==> src/rtl/ramp_adc_pkg.sv <==
package ramp_adc_pkg;

   typedef enum logic [1:0] {
      ST_IDLE = 2'd0,
      ST_RAMP = 2'd1,
      ST_HOLD = 2'd2
   } ramp_state_e;

   typedef enum logic [1:0] {
      CNT_KEEP  = 2'd0,
      CNT_CLEAR = 2'd1,
      CNT_STEP  = 2'd2
   } cnt_op_e;

endpackage

==> src/rtl/ramp_adc_counter.sv <==
module ramp_adc_counter
   import ramp_adc_pkg::*;
#(
   parameter int WIDTH = 6
) (
   input  logic             clk,
   input  logic             rst_n,
   input  cnt_op_e          op_i,
   output logic [WIDTH-1:0] code_o,
   output logic             at_top_o
);

   localparam logic [WIDTH-1:0] CODE_ZERO = '0;
   localparam logic [WIDTH-1:0] CODE_ONE  = WIDTH'(1);

   logic [WIDTH-1:0] code_q;

   always_ff @(posedge clk) begin
      if (!rst_n) begin
         code_q <= CODE_ZERO;
      end else begin
         unique case (op_i)
            CNT_CLEAR: code_q <= CODE_ZERO;
            CNT_STEP:  code_q <= code_q + CODE_ONE;
            default:   code_q <= code_q;
         endcase
      end
   end

   assign code_o   = code_q;
   assign at_top_o = &code_q;

endmodule

==> src/rtl/ramp_adc_seq.sv <==
module ramp_adc_seq
   import ramp_adc_pkg::*;
(
   input  logic        clk,
   input  logic        rst_n,
   input  logic        start_i,
   input  logic        trip_i,
   input  logic        at_top_i,
   output ramp_state_e state_o,
   output cnt_op_e     cnt_op_o,
   output logic        finish_o,
   output logic        ovf_o
);

   ramp_state_e state_q;
   ramp_state_e state_d;

   always_comb begin
      state_d  = state_q;
      cnt_op_o = CNT_KEEP;
      finish_o = 1'b0;
      ovf_o    = 1'b0;
      if (start_i) begin
         state_d  = ST_RAMP;
         cnt_op_o = CNT_CLEAR;
      end else if (state_q == ST_RAMP) begin
         if (trip_i) begin
            state_d  = ST_HOLD;
            finish_o = 1'b1;
         end else if (at_top_i) begin
            state_d  = ST_HOLD;
            finish_o = 1'b1;
            ovf_o    = 1'b1;
         end else begin
            cnt_op_o = CNT_STEP;
         end
      end
   end

   always_ff @(posedge clk) begin
      if (!rst_n) begin
         state_q <= ST_IDLE;
      end else begin
         state_q <= state_d;
      end
   end

   assign state_o = state_q;

endmodule

==> src/rtl/ramp_adc_capture.sv <==
module ramp_adc_capture #(
   parameter int WIDTH = 6
) (
   input  logic             clk,
   input  logic             rst_n,
   input  logic             finish_i,
   input  logic             ovf_i,
   input  logic [WIDTH-1:0] code_i,
   output logic [WIDTH-1:0] result_o,
   output logic             done_o,
   output logic             overflow_o
);

   localparam logic [WIDTH-1:0] FULL_SCALE = '1;

   logic [WIDTH-1:0] result_q;
   logic             done_q;
   logic             ovf_q;

   always_ff @(posedge clk) begin
      if (!rst_n) begin
         result_q <= '0;
         done_q   <= 1'b0;
         ovf_q    <= 1'b0;
      end else begin
         done_q <= finish_i;
         if (finish_i) begin
            result_q <= ovf_i ? FULL_SCALE : code_i;
            ovf_q    <= ovf_i;
         end
      end
   end

   assign result_o   = result_q;
   assign done_o     = done_q;
   assign overflow_o = ovf_q;

endmodule

==> src/rtl/ramp_adc_ctrl.sv <==
module ramp_adc_ctrl
   import ramp_adc_pkg::*;
#(
   parameter int WIDTH           = 6,
   parameter bit CMP_ACTIVE_HIGH = 1'b1
) (
   input  logic             clk,
   input  logic             rst_n,
   input  logic             start_i,
   input  logic             cmp_above_i,
   output logic [WIDTH-1:0] dac_code_o,
   output logic [WIDTH-1:0] result_o,
   output logic             done_o,
   output logic             overflow_o
);

   localparam int MIN_WIDTH = 2;
   localparam int MAX_WIDTH = 24;

   initial begin
      if (WIDTH < MIN_WIDTH || WIDTH > MAX_WIDTH) begin
         $fatal(1, "ramp_adc_ctrl: WIDTH %0d outside %0d..%0d", WIDTH, MIN_WIDTH, MAX_WIDTH);
      end
   end

   logic        trip_w;
   logic        at_top_w;
   logic        finish_w;
   logic        ovf_w;
   ramp_state_e state_q;
   cnt_op_e     cnt_op_w;

   generate
      if (CMP_ACTIVE_HIGH) begin : g_cmp_high
         assign trip_w = cmp_above_i;
      end else begin : g_cmp_low
         assign trip_w = ~cmp_above_i;
      end
   endgenerate

   ramp_adc_seq u_seq (
      .clk      (clk),
      .rst_n    (rst_n),
      .start_i  (start_i),
      .trip_i   (trip_w),
      .at_top_i (at_top_w),
      .state_o  (state_q),
      .cnt_op_o (cnt_op_w),
      .finish_o (finish_w),
      .ovf_o    (ovf_w)
   );

   ramp_adc_counter #(.WIDTH(WIDTH)) u_cnt (
      .clk      (clk),
      .rst_n    (rst_n),
      .op_i     (cnt_op_w),
      .code_o   (dac_code_o),
      .at_top_o (at_top_w)
   );

   ramp_adc_capture #(.WIDTH(WIDTH)) u_cap (
      .clk        (clk),
      .rst_n      (rst_n),
      .finish_i   (finish_w),
      .ovf_i      (ovf_w),
      .code_i     (dac_code_o),
      .result_o   (result_o),
      .done_o     (done_o),
      .overflow_o (overflow_o)
   );

endmodule

==> config.mk <==
export PLATFORM = sky130hd
export DESIGN_NAME = ramp_adc_ctrl
export DESIGN_NICKNAME = d
export VERILOG_FILES = /design/src/rtl/ramp_adc_pkg.sv /design/src/rtl/ramp_adc_counter.sv /design/src/rtl/ramp_adc_seq.sv /design/src/rtl/ramp_adc_capture.sv /design/src/rtl/ramp_adc_ctrl.sv
export SDC_FILE = /design/constraint.sdc
export NUM_CORES = 1
export LEC_CHECK = 0
export ABC_AREA = 1
export CORE_MARGIN = 10
export CORE_UTILIZATION = 40
export DETAILED_ROUTE_END_ITERATION = 10
export PLACE_DENSITY = 0.7
export SLEW_MARGIN = 15
export SYNTH_ARGS = -nofsm -noshare
export SYNTH_HDL_FRONTEND = slang
export SYNTH_SLANG_ARGS = --single-unit
==> constraint.sdc <==
create_clock -name clk -period 3.9 [get_ports clk]
set_input_delay 0.39 -clock clk [delete_from_list [all_inputs] [get_ports clk]]
set_output_delay 0.39 -clock clk [all_outputs]
set_load 0.03 [all_outputs]
==> flow_metrics.py <==
metrics = {
    "setup_path": {
        "arrival_ns": 1.54,
        "cp_cell_sequence": "clkdlybuf4s50_1",
        "cp_num_buf_inv": 1,
        "worst-path-max-fanout": 8,
        "worstRegToRegCells": 8,
        "path_class": "flip-flop to output pin",
        "cpMaxStageDelayCell": "clkdlybuf4s50_1",
        "end_kind": "output pin",
        "cp.required_ns": 3.51,
        "reg2reg_slack_ns": 2.43,
        "cp_top_family": "buffers and inverters",
        "critPathMaxStageDelay_ns": 0.74,
        "crit_cells": 1,
        "crit_path_start_kind": "flip-flop",
    },
    "sta": {
        "final-hold-violation-count": 0,
        "fin_crit_sh_pct": 49.4,
        "setup_viol": 0,
        "finalWorstSetupSlack_ns": 1.97,
        "fmax_mhz": 519,
        "rsz0062_at_grt": "no",
        "slew_headroom_pct": 72.2,
        "tns_ns": 0,
        "post-route-min-period_ns": 1.93,
        "tightest_slew_ns": 0.416,
        "finClkSkew_ns": 0.00406,
        "slew_violations": 0,
    },
    "synthesis": {
        "synth_top_area_cell": "dfxtp_1",
        "synth_adder_area_share_pct": 1.65,
        "synth_top_family_by_area": "simple AND/OR/NAND/NOR gates",
        "synth-simple-area-share_pct": 37.7,
        "muxShareOfSynthArea_pct": 0,
        "yosys-top-cells-area": "dfxtp_1, nand3_1, nand2_1",
        "syn_area_um2": 757,
        "synthXorXnorAreaFrac_pct": 1.16,
        "synth_cell_types": 21,
        "synth_top_area_share_pct": 42.3,
        "yosysWarnings": 0,
        "syn_inst": 97,
        "syn_avg_cell_area_um2": 7.80,
        "ys_ff_latch": 16,
        "synth_compound_area_share_pct": 12.6,
        "synthesis.nets": 102,
        "yosysSeqAreaShare_pct": 42.3,
    },
    "flow_run": {
        "max_cap_viol_count": 0,
    },
    "global_routing": {
        "grt_overflow": 0,
        "grt_max_degree": 11,
        "grt_pass1_wl_mm": 3.11,
        "grt_pass1_vias": 675,
        "track_usage_pct": 9.47,
        "grt_antenna_before_repair": 0,
    },
    "final_layout": {
        "fin_area_um2": 990,
        "antenna_cells": 0,
        "finalNetCount": 123,
        "final_cell_mix": "nand2_1, clkdlybuf4s50_1, nand3_1, dfxtp_1, a21oi_1",
        "syn2layout_area_growth_pct": 30.7,
        "n_fill_cell": 181,
        "drive_gt1_share_pct": 13.7,
    },
    "route": {
        "ant_nets": 0,
        "dr.pass1.iters": 4,
        "wl_per_cell_um": 12.6,
        "wl_mm": 1.79,
        "drc": 0,
        "vias": 718,
        "dr.first_iter.drc_count": 12,
        "avgViaCountPerCell": 5.06,
    },
    "power": {
        "p_leak_nw": 0.359,
        "irDropWorstVdd_mv": 0.203,
        "p_per_area_nw_per_um2": 315,
    },
    "placed_design": {
        "routabilityCongestion": 0.833,
        "dp_hpwl_mm": 1.34,
        "dp_slack_ns": 2.06,
        "port_buffers": 17,
        "dpl_cell_area_um2": 953,
    },
    "floorplanning": {
        "die-area_um2": 4030,
        "start_util_pct": 42.9,
        "die_w_um": 63.5,
        "die_y_um": 63.5,
        "io_pins": 18,
        "coreArea_um2": 1760,
        "num_rows": 15,
    },
    "clock_tree": {
        "root_buffer": "clkbuf_4",
        "clk_latency_ns": 0.29,
        "clk_pin_slew_ns": 0.10,
        "htree_levels": 1,
        "ctsResizeCount": 0,
        "ctsHoldBuffers": 0,
        "numCtsBuffers": 3,
        "clk_path_buf_depth": 2,
        "cts_sinks": 16,
        "cts_setup_buffers": 0,
        "cts_tree": "built",
    },
    "outcome": {
        "outcome": "completed",
    },
    "worst_hold_path": {
        "hold_depth": 2,
        "hp-class": "flip-flop to flip-flop",
    },
}
-- through the flow --
step / hold slack [ns] / utilization, % / total power [mW] / std cells
global placement: 0.455 / 54.0 / 0.205 / 138
CTS: 0.469 / 56.1 / 0.314 / 142
floorplan: 0.481 / - / 0.194 / 97
finish: 0.466 / 56.1 / 0.312 / 142
global route: 0.491 / 56.1 / 0.326 / 142
detailed placement: 0.455 / 54.0 / 0.205 / 138
-- tightest hold or removal path, stage by stage, from the launching register on --
cell and delay [ns]:
dfxtp_1 0.32, nand2_1 0.06, a21oi_1 0.05
-- path summary, 6_finish.rpt --
check,start,to
max,u_cnt.code_o[2]$_SDFFE_PN0P_,dac_code_o[2]
min,u_cap.result_o[3]$_SDFFE_PN0P_,u_cap.result_o[3]$_SDFFE_PN0P_
max reg2reg,u_cnt.code_o[0]$_SDFFE_PN0P_,u_cap.result_o[0]$_SDFFE_PN0P_
min reg2reg,u_cap.result_o[3]$_SDFFE_PN0P_,u_cap.result_o[3]$_SDFFE_PN0P_
-- registers in the layout (all words and copies together) (netlist names) --
name	cells
u_cap.done_o	1
u_cap.overflow_o	1
u_cap.result_o	6
u_cnt.code_o	6
u_seq.state_o	2
-- metal layers --
layer | GRT usage (%) | part of all wire (%) | vias to the layer above | wire length (µm)
met5 | 0 | 0 | - | 0
li1 | - | - | 368 | -
met3 | 5.48 | 11 | 2 | 201
met1 | 11.2 | 42 | 319 | 745
met4 | 2.46 | 0.67 | 0 | 12
met2 | 14.2 | 46 | 29 | 830
-- where the power goes --
| group | internal [mW] | switching [mW] |
|---|---|---|
| sequential | 0.166 | 0.00199 |
| clock | 0.0569 | 0.0535 |
| combinational | 0.0115 | 0.0216 |
-- synth_stat cells (all sizes together) --
cell type  number
xnor2           1
clkinv          1
nor3            1
nor2           10
nand3          17
inv             7
dfxtp          16
ha              1
or2             1
o21ai           7
nand2          22
buf             1
a21oi          12
-- final cells by class --
cell class	instances	area (µm²)	area share [%]
Multi-Input combinational cell	72	402	40.6
Sequential cell	16	320	32.4
Timing Repair Buffer	17	170	17.2
Clock buffer	4	36.3	3.67
Tap cell	25	31.3	3.16
Inverter	8	30.0	3.03
-- kinds of logic (layout without fill, tap and decap cells) --
logic type,count (synthesis),in the layout
XOR/XNOR,1,1
buffers and inverters,9,29
AND/OR/NAND/NOR,51,51
flip-flops,16,16
adder cells (fa/ha/maj),1,1
AO/OA/AOI/OAI,19,19
(Power assumes the default switching activity.)
